==> src/rtl/smp_pack_pkg.sv <==
package smp_pack_pkg;

   typedef enum logic {
      PACK_PAIR = 1'b0,
      PACK_TRIO = 1'b1
   } pack_mode_e;

   // position counter width: enough for three slice positions
   localparam int POS_W = 2;

endpackage

==> src/rtl/smp_slice_map.sv <==
module smp_slice_map
   import smp_pack_pkg::*;
#(
   parameter int SAMPLE_W = 20,
   parameter int WORD_W   = 32
) (
   input  logic [SAMPLE_W-1:0] sample,
   input  pack_mode_e          mode,
   input  logic [POS_W-1:0]    pos,
   output logic [WORD_W-1:0]   slice
);

   // trio slices: the short one first, the two long ones above it
   localparam int TRI_W0  = WORD_W / 3;
   localparam int TRI_W1  = (WORD_W - TRI_W0) / 2;
   localparam int TRI_W2  = WORD_W - TRI_W0 - TRI_W1;
   localparam int PAIR_W0 = WORD_W / 2;
   localparam int PAIR_W1 = WORD_W - PAIR_W0;

   generate
      if (SAMPLE_W < TRI_W2 || SAMPLE_W < PAIR_W1) begin : g_bad_width
         $error("smp_slice_map: SAMPLE_W too narrow for the widest slice");
      end
      if (TRI_W1 != TRI_W2 && TRI_W2 != TRI_W1 + 1) begin : g_bad_split
         $error("smp_slice_map: unexpected trio split");
      end
   endgenerate

   always_comb begin
      slice = '0;
      if (mode == PACK_TRIO) begin
         if (pos == POS_W'(0))
            slice = WORD_W'(sample[SAMPLE_W-1 -: TRI_W0]);
         else if (pos == POS_W'(1))
            slice = WORD_W'(sample[SAMPLE_W-1 -: TRI_W1]) << TRI_W0;
         else
            slice = WORD_W'(sample[SAMPLE_W-1 -: TRI_W2]) << (TRI_W0 + TRI_W1);
      end else begin
         if (pos == POS_W'(0))
            slice = WORD_W'(sample[SAMPLE_W-1 -: PAIR_W0]);
         else
            slice = WORD_W'(sample[SAMPLE_W-1 -: PAIR_W1]) << PAIR_W0;
      end
   end

endmodule

==> src/rtl/smp_pack_ctrl.sv <==
module smp_pack_ctrl
   import smp_pack_pkg::*;
(
   input  logic             clk,
   input  logic             rst_n,
   input  logic             enable,
   input  logic             hold,
   input  pack_mode_e       mode,
   output logic             accept,
   output logic             restart,
   output logic             last,
   output logic [POS_W-1:0] pos
);

   localparam logic [POS_W-1:0] TRI_LAST  = POS_W'(2);
   localparam logic [POS_W-1:0] PAIR_LAST = POS_W'(1);

   generate
      if (POS_W < 2) begin : g_bad_pos
         $error("smp_pack_ctrl: position counter too narrow");
      end
   endgenerate

   pack_mode_e       mode_q;
   logic [POS_W-1:0] pos_q;

   assign accept  = enable & ~hold;
   assign restart = (mode != mode_q);
   assign pos     = restart ? '0 : pos_q;
   assign last    = (pos == ((mode == PACK_TRIO) ? TRI_LAST : PAIR_LAST));

   always_ff @(posedge clk) begin
      if (!rst_n) begin
         mode_q <= PACK_TRIO;
         pos_q  <= '0;
      end else begin
         mode_q <= mode;
         if (!enable)
            pos_q <= '0;
         else if (accept)
            pos_q <= last ? '0 : pos + POS_W'(1);
         else
            pos_q <= pos;
      end
   end

   // a held cycle keeps the position
   a_r5_hold_keeps_pos: assert property (@(posedge clk) disable iff (!rst_n)
      (enable && hold && !restart) |=> (pos_q == $past(pos_q)));

   // disable returns to the first position
   a_r6_disable_clears: assert property (@(posedge clk) disable iff (!rst_n)
      !enable |=> (pos_q == '0));

   // an accepted sample on a mode change is the first slice
   a_r7_restart_first: assert property (@(posedge clk) disable iff (!rst_n)
      (restart && accept) |=> (pos_q == POS_W'(1)));

   // pair mode never reaches a third position
   a_r3_pair_range: assert property (@(posedge clk) disable iff (!rst_n)
      (mode_q == PACK_PAIR) |-> (pos_q <= PAIR_LAST));

endmodule

==> src/rtl/smp_pack_top.sv <==
module smp_pack_top #(
   parameter int SAMPLE_W = 20,
   parameter int WORD_W   = 32
) (
   input  logic                clk,
   input  logic                rst_n,
   input  logic                enable,
   input  logic                mode_trio,
   input  logic                hold,
   input  logic [SAMPLE_W-1:0] sample_in,
   output logic                strobe,
   output logic                word_valid,
   output logic [WORD_W-1:0]   word_data,
   input  logic                word_ready,
   output logic                overflow
);
   import smp_pack_pkg::*;

   generate
      if (WORD_W < 6) begin : g_bad_word
         $error("smp_pack_top: WORD_W too small to pack");
      end
   endgenerate

   pack_mode_e       mode;
   logic             accept;
   logic             restart;
   logic             last;
   logic [POS_W-1:0] pos;
   logic [WORD_W-1:0] slice;
   logic [WORD_W-1:0] acc_q;
   logic [WORD_W-1:0] acc_base;

   assign mode = pack_mode_e'(mode_trio);

   smp_pack_ctrl i_ctrl (
      .clk     (clk),
      .rst_n   (rst_n),
      .enable  (enable),
      .hold    (hold),
      .mode    (mode),
      .accept  (accept),
      .restart (restart),
      .last    (last),
      .pos     (pos)
   );

   smp_slice_map #(
      .SAMPLE_W (SAMPLE_W),
      .WORD_W   (WORD_W)
   ) i_map (
      .sample (sample_in),
      .mode   (mode),
      .pos    (pos),
      .slice  (slice)
   );

   assign strobe   = accept;
   assign acc_base = restart ? '0 : acc_q;

   always_ff @(posedge clk) begin
      if (!rst_n) begin
         acc_q      <= '0;
         word_data  <= '0;
         word_valid <= 1'b0;
         overflow   <= 1'b0;
      end else begin
         word_valid <= 1'b0;
         if (word_valid && !word_ready)
            overflow <= 1'b1;
         if (!enable) begin
            acc_q <= '0;
         end else if (accept) begin
            if (last) begin
               word_data  <= acc_base | slice;
               word_valid <= 1'b1;
               acc_q      <= '0;
            end else begin
               acc_q <= acc_base | slice;
            end
         end else if (restart) begin
            acc_q <= '0;
         end
      end
   end

   // a word only follows an accepted sample
   a_r4_valid_after_strobe: assert property (@(posedge clk) disable iff (!rst_n)
      word_valid |-> $past(strobe));

   // the valid pulse lasts one cycle
   a_r4_single_pulse: assert property (@(posedge clk) disable iff (!rst_n)
      word_valid |=> !word_valid);

   // no word while disabled
   a_r6_no_word_disabled: assert property (@(posedge clk) disable iff (!rst_n)
      !enable |=> !word_valid);

   // refused word raises overflow
   a_r8_overflow_set: assert property (@(posedge clk) disable iff (!rst_n)
      (word_valid && !word_ready) |=> overflow);

   // overflow is sticky
   a_r8_overflow_sticky: assert property (@(posedge clk) disable iff (!rst_n)
      overflow |=> overflow);

endmodule

==> config.mk <==
export PLATFORM = sky130hd
export DESIGN_NAME = smp_pack_top
export DESIGN_NICKNAME = d
export VERILOG_FILES = /design/src/rtl/smp_pack_pkg.sv /design/src/rtl/smp_slice_map.sv /design/src/rtl/smp_pack_ctrl.sv /design/src/rtl/smp_pack_top.sv
export SDC_FILE = /design/constraint.sdc
export NUM_CORES = 1
export LEC_CHECK = 0
export BUFFER_PORTS_ARGS = -buffer_cell sky130_fd_sc_hd__buf_2
export CAP_MARGIN = 20
export CORE_UTILIZATION = 25
export DETAILED_ROUTE_END_ITERATION = 6
export SYNTH_ARGS = -nofsm -noshare
export SYNTH_HDL_FRONTEND = slang
export SYNTH_SLANG_ARGS = --single-unit
==> constraint.sdc <==
create_clock -name clk -period 5.1 [get_ports clk]
set_input_delay 0.255 -clock clk [delete_from_list [all_inputs] [get_ports clk]]
set_output_delay 0.255 -clock clk [all_outputs]
set_load 0.02 [all_outputs]
Word-level counts from Yosys, hierarchy flattened
Index checks and enable logic that the tools add are counted.
{"block": "word_totals", "input_bits": 26, "register_bits": 69}
{"block": "classes", "n_mux": 12, "eq_ne": 3, "reduce_logical": 6, "n_bitwise": 3, "n_addsub": 1}
{"operator": "$mux 32", "count": 7}
{"operator": "$or 32x32->32", "count": 1}
{"operator": "$mux 2", "count": 4}
{"operator": "$reduce_and 3->1", "count": 2}
{"operator": "$add 2x1->2 const B", "count": 1}
{"operator": "$eq 2x1->1 const B", "count": 1}
{"operator": "$eq 2x2->1", "count": 1}
{"operator": "$logic_not 2->1", "count": 1}
{"operator": "$reduce_and 2->1", "count": 1}
{"operator": "$and 1x1->1", "count": 1}
{"operator": "$logic_and 1x1->1", "count": 1}
{"operator": "$logic_not 1->1", "count": 1}
{"operator": "$mux 1", "count": 1}
{"operator": "$ne 1x1->1", "count": 1}
{"operator": "$not 1->1", "count": 1}

Logic depth before layout (Yosys ltp)
{"block": "depth", "word_depth": 9, "ltp_mapped": 11, "ltp_nobuf": 7}

Cells and area by module
From an unflattened synthesis, not the netlist that was laid out.
{"block": "hier_totals", "cells_unflattened": 349, "area_unflattened_um2": 3020.4}
{"module": "smp_pack_top", "cells_each": 251, "area_each_um2": 2367.3, "seq_area_each_um2": 1321.3, "instances": 1}
{"module": "smp_slice_map", "cells_each": 76, "area_each_um2": 469.2, "seq_area_each_um2": 0.0, "instances": 1}
{"module": "smp_pack_ctrl", "cells_each": 22, "area_each_um2": 183.9, "seq_area_each_um2": 60.1, "instances": 1}

Worst setup path after synthesis
No wires, ideal clock.
{"block": "synth_path", "path_kind": "input to register", "from": "in mode_trio", "to": "reg acc_q[24]", "arrival_ns": 2.262, "setup_slack_ns": 2.769, "setup_ns": 0.070, "cell_stages": 11, "cell_sequence": "buf_6 > xnor2_1 > buf_2 > buf_1 > nand2_1 > ha_1 > nand2b_1 > o32ai_1 > clkbuf_1 > nand3_1 > a21oi_1"}
{"block": "synth_via", "elab_chain_cells": 9, "elab_cells_between_ends": 14}
{"element": "from (decl)", "line": "smp_pack_top.sv:8", "rtl": "input logic mode_trio,"}
{"element": "$ne 1x1->1", "line": "smp_pack_ctrl.sv:28", "rtl": "assign restart = (mode != mode_q);"}
{"element": "$mux 2", "line": "smp_pack_ctrl.sv:29", "rtl": "assign pos = restart ? '0 : pos_q;"}
{"element": "$eq 2x1->1", "line": "smp_slice_map.sv:34", "rtl": "else if (pos == POS_W'(1))"}
{"element": "$mux 32", "line": "smp_slice_map.sv:34"}
{"element": "$mux 32", "line": "smp_slice_map.sv:32", "rtl": "if (pos == POS_W'(0))"}
{"element": "$mux 32", "line": "smp_slice_map.sv:31", "rtl": "if (mode == PACK_TRIO) begin"}
{"element": "$or 32x32->32", "line": "smp_pack_top.sv:79", "rtl": "acc_q <= acc_base | slice;"}
{"element": "$mux 32", "line": "smp_pack_top.sv:74", "rtl": "if (last) begin"}
{"element": "$mux 32 (*)", "line": "smp_pack_top.sv:73", "rtl": "end else if (accept) begin"}
{"element": "to (signal assigned)", "line": "smp_pack_top.sv:79"}
{"element": "to (decl)", "line": "smp_pack_top.sv:31", "rtl": "logic [WORD_W-1:0] acc_q;"}
Mark *: on every way between the ends. The rest lies on a longest branch, timed or not.
A chain may end at the register's enable or synchronous reset.

Worst setup path after layout
{"block": "layout_path", "from": "reg i_ctrl.mode_q", "to": "reg acc_q[12]"}
{"block": "layout_via", "elab_chain_cells": 9, "elab_cells_between_ends": 13}
{"element": "from (decl)", "line": "smp_pack_ctrl.sv:24", "rtl": "pack_mode_e mode_q;"}
{"element": "from (signal assigned)", "line": "smp_pack_ctrl.sv:37", "rtl": "mode_q <= mode;"}
{"element": "$ne 1x1->1 (*)", "line": "smp_pack_ctrl.sv:28"}
{"element": "$mux 2", "line": "smp_pack_ctrl.sv:29"}
{"element": "$eq 2x1->1", "line": "smp_slice_map.sv:34"}
{"element": "$mux 32", "line": "smp_slice_map.sv:34"}
{"element": "$mux 32", "line": "smp_slice_map.sv:32"}
{"element": "$mux 32", "line": "smp_slice_map.sv:31"}
{"element": "$or 32x32->32", "line": "smp_pack_top.sv:79"}
{"element": "$mux 32", "line": "smp_pack_top.sv:74"}
{"element": "$mux 32 (*)", "line": "smp_pack_top.sv:73"}
Marks and branches as above.

==> metrics.log <==
[metrics] run status: complete, no violations
[metrics] # rows: 39
[metrics] prevailing post-synth register cell: sky130_fd_sc_hd__dfxtp_1
[metrics] maximum clock insertion buffer count: 2
[metrics] average wire per cell in the routed design: ~15 µm
[metrics] most used cells in the layout excluding fill and tap cells: 69 x sky130_fd_sc_hd__dfxtp_1, 56 x sky130_fd_sc_hd__buf_2, 42 x sky130_fd_sc_hd__nand2_1
[metrics] number of clock sinks seen by CTS: 69
[metrics] Boundary Pins: a little over 60
[metrics] register bit total from synthesis: 69
[metrics] CTS tree: built
[metrics] Syn-to-layout area delta: 21.17%
[metrics] end point of the worst hold path: i_ctrl.pos_q[1]$_SDFF_PN0_
[metrics] CTS Buf Count: 9
[metrics] number of diodes: 0
[metrics] maximum number of pins on one net before global-route repair: 66
[metrics] drt pass-1 iters: 5
[metrics] floorplan die area: between 0.01 and 0.015 mm²
[metrics] r2r endpoint: acc_q[12]$_SDFF_PN0_
[metrics] total routing resource utilization after global routing: 13.23%
[metrics] Crit path required time: ~5.3 ns
[metrics] minimum setup slack among reg-to-reg paths: approximately 1.4 ns
[metrics] post-cts resize count: 0
[metrics] grt ovf: 0
[metrics] leakage power summed over all cells: 1.469 nW
[metrics] die width: ~110 µm
[metrics] RePlAce Congestion: roughly 0.76
[metrics] crit path launch type: flop
[metrics] Post-synth ARST share: 0%
[metrics] setup fix buffers added after clock tree synthesis: 0
[metrics] share of the clock period used by the worst path: 72.38%
[metrics] synthesized cell area: slightly below 0.003 mm²
[metrics] sequential element share of the synthesized area: 46.94%
[metrics] reg-to-reg startpoint: i_ctrl.mode_q$_SDFF_PN1_
[metrics] maximum achievable frequency: 270.9 MHz
[metrics] share of cells above drive strength 1: 23.73%
[metrics] worst-case setup margin in the final layout: 1.409 ns
[metrics] Worst R2R Path Depth: 7
[metrics] Clk Latency, worst-skew pair: approximately 0.33 ns
[metrics] max capacitance violation total: 0
[metrics] placeable core region: between 0.01 and 0.015 mm²
[metrics] worst min-delay path category: primary input to flop
[metrics] worst hold stages: 3
[metrics] Worst Setup Slack post-DPL: roughly 1.4 ns
[metrics] endpoint type of the worst setup path: flop
[metrics] HPWL reported at the end of detailed placement: between 5 and 6 mm
[metrics] starting utilization of the core area: 25.66%
[metrics] number of endpoints with negative hold slack in the final report: 0
[metrics] synthesized area divided by synthesized cell count: 8.811 µm²
[metrics] Hold Startpoint: hold
[metrics] y dimension of the die: 110.5 µm
[metrics] Synth warnings: 0
[metrics] root cell of the clock tree: sky130_fd_sc_hd__clkbuf_16
[metrics] most frequent standard cell in the layout excluding fill and tap cells: sky130_fd_sc_hd__dfxtp_1
[metrics] total number of vias: 2660
[metrics] critical path class: flop to flop
[metrics] input/output buffers: 56
[metrics] Synth Instances: 334
[metrics] Residual DRC: 0
[metrics] nets in the synthesized netlist: 362
[metrics] Max rail drop VDD: 0.0002444 V
[metrics] number of max-slew violations in the final report: 0
[metrics] number of DRC markers after the initial detailed-route iteration: 177
[metrics] CP Data Arrival Time: 3.93 ns
[metrics] Distinct cells, synth: 36
[metrics] first-pass GRT wire length: 12.81 mm
[metrics] worst relative slew slack: about 29%
[metrics] final wirelength: 7.928 mm
[metrics] vias per std cell: 5.135
[metrics] number of synthesized flops with an enable pin: 0
[metrics] clock slew at reported path FFs: 0.05 ns
[metrics] Tmin final: between 3 and 4 ns
[metrics] Worst Tran Pin Value: around 1.1 ns
[metrics] number of antenna violations at the first check in global routing: 0
[metrics] via count of the first global-routing pass: 2507
[metrics] post-layout net count: 400
[metrics] final antenna-violating net count: 0
[metrics] number of buffers added to fix hold violations after cts: 0
[metrics] Cell Pwr Density: roughly 340 mW/mm²
[metrics] number of setup violations in the final report: 0
[metrics] critical path fanouts, max: 30
[metrics] core utilization of the finished layout: 31.10%
[metrics] sum of negative setup slack: 0 ns
[metrics] final clock skew: 0.004064 ns
[metrics] RSZ-0062 raised after global routing: no
[metrics] depth of the CTS H-tree: 3
## Yosys cell counts (2+ instances only)
master | n | share of area (%)
sky130_fd_sc_hd__a21oi_1 | 38 | 6.5
sky130_fd_sc_hd__a221oi_1 | 6 | 1.8
sky130_fd_sc_hd__a222oi_1 | 3 | 1.0
sky130_fd_sc_hd__a22oi_1 | 10 | 2.6
sky130_fd_sc_hd__a31oi_1 | 13 | 2.8
sky130_fd_sc_hd__a32oi_1 | 10 | 3.0
sky130_fd_sc_hd__buf_1 | 2 | 0.26
sky130_fd_sc_hd__buf_2 | 9 | 1.5
sky130_fd_sc_hd__buf_4 | 2 | 0.51
sky130_fd_sc_hd__buf_6 | 2 | 0.77
sky130_fd_sc_hd__clkbuf_1 | 18 | 2.3
sky130_fd_sc_hd__dfxtp_1 | 69 | 47
sky130_fd_sc_hd__ha_1 | 2 | 0.85
sky130_fd_sc_hd__mux2_2 | 10 | 3.8
sky130_fd_sc_hd__nand2_1 | 42 | 5.4
sky130_fd_sc_hd__nand2b_1 | 9 | 1.9
sky130_fd_sc_hd__nand3_1 | 12 | 2.0
sky130_fd_sc_hd__nand4b_1 | 2 | 0.60
sky130_fd_sc_hd__nor2_1 | 15 | 1.9
sky130_fd_sc_hd__nor2b_1 | 2 | 0.43
sky130_fd_sc_hd__nor3_1 | 10 | 1.7
sky130_fd_sc_hd__nor3b_1 | 2 | 0.51
sky130_fd_sc_hd__nor4b_1 | 2 | 0.60
sky130_fd_sc_hd__o211a_1 | 10 | 3.4
sky130_fd_sc_hd__o21ai_0 | 21 | 3.6
sky130_fd_sc_hd__o21ai_1 | 3 | 0.51
## layer usage
metal  up-vias  routed length [µm]  track usage, %
li1       1299                   -               -
met2        75                3596           20.33
met3         9                 555           4.446
met1      1277                3685           17.48
met4         0                  91           4.000
met5         -                   0               0
## worst max path at each step
stage | from | slack (ns) | to
after floorplan | mode_trio | 2.77 | acc_q[24]$_SDFF_PN0_
after global placement | mode_trio | 1.52 | word_data[12]$_SDFFE_PN0P_
after detailed placement | mode_trio | 1.44 | acc_q[12]$_SDFF_PN0_
after CTS | i_ctrl.mode_q$_SDFF_PN1_ | 1.48 | acc_q[12]$_SDFF_PN0_
after global routing | i_ctrl.mode_q$_SDFF_PN1_ | 1.10 | acc_q[11]$_SDFF_PN0_
final | i_ctrl.mode_q$_SDFF_PN1_ | 1.41 | acc_q[12]$_SDFF_PN0_
## cell type report
type / count / area (µm²)
fillers: 1235 / 7901
multi-input cells: 231 / 1425
flip-flops and latches: 69 / 1381
repair buffers: 60 / 310.3
clock buffers: 12 / 256.5
well taps: 143 / 178.9
clock inverters: 2 / 10.01
inverters: 1 / 3.754
## state kept, by name, summed over array words and instances, names as in the netlist
name / count
i_ctrl.pos_q: 2
i_ctrl.mode_q: 1
acc_q: 32
word_valid: 1
word_data: 32
overflow: 1
## cell families after synthesis
kind of cell               synth area share, %
and+or+nand+nor                          16.33
xor gates and xnor gates                0.5953
adders and majority gates               0.8502
DFF                                      46.94
buffers and inverters                    5.484
AOI/OAI and AO/OA                        25.98
muxes                                    3.827
## worst max-delay path, cell delays in order (launching register included)
cell	delay, ns
sky130_fd_sc_hd__dfxtp_1	0.47
sky130_fd_sc_hd__xnor2_2	0.75
sky130_fd_sc_hd__buf_4	0.45
sky130_fd_sc_hd__nand2_1	0.13
sky130_fd_sc_hd__ha_1	0.58
sky130_fd_sc_hd__nor2_1	0.74
sky130_fd_sc_hd__a221oi_1	0.27
sky130_fd_sc_hd__nor3_1	0.19
## through the flow
stage	total power, W	cell area [µm²]	hold WS, ns	instances
floorplan	0.0006171	2943	0.3992	334
global placement	0.0006478	3299	0.4474	504
detailed placement	0.0006490	3299	0.4578	504
CTS	0.001215	3566	0.2061	518
global route	0.001243	3566	0.2240	518
finish	0.001196	3566	0.2130	518
## where the power goes
part,internal (W),switching (W)
combinational,0.0000300,0.0000606
sequential,0.000544,0.00000384
clock,0.000348,0.000210
(Power assumes the default switching activity.)
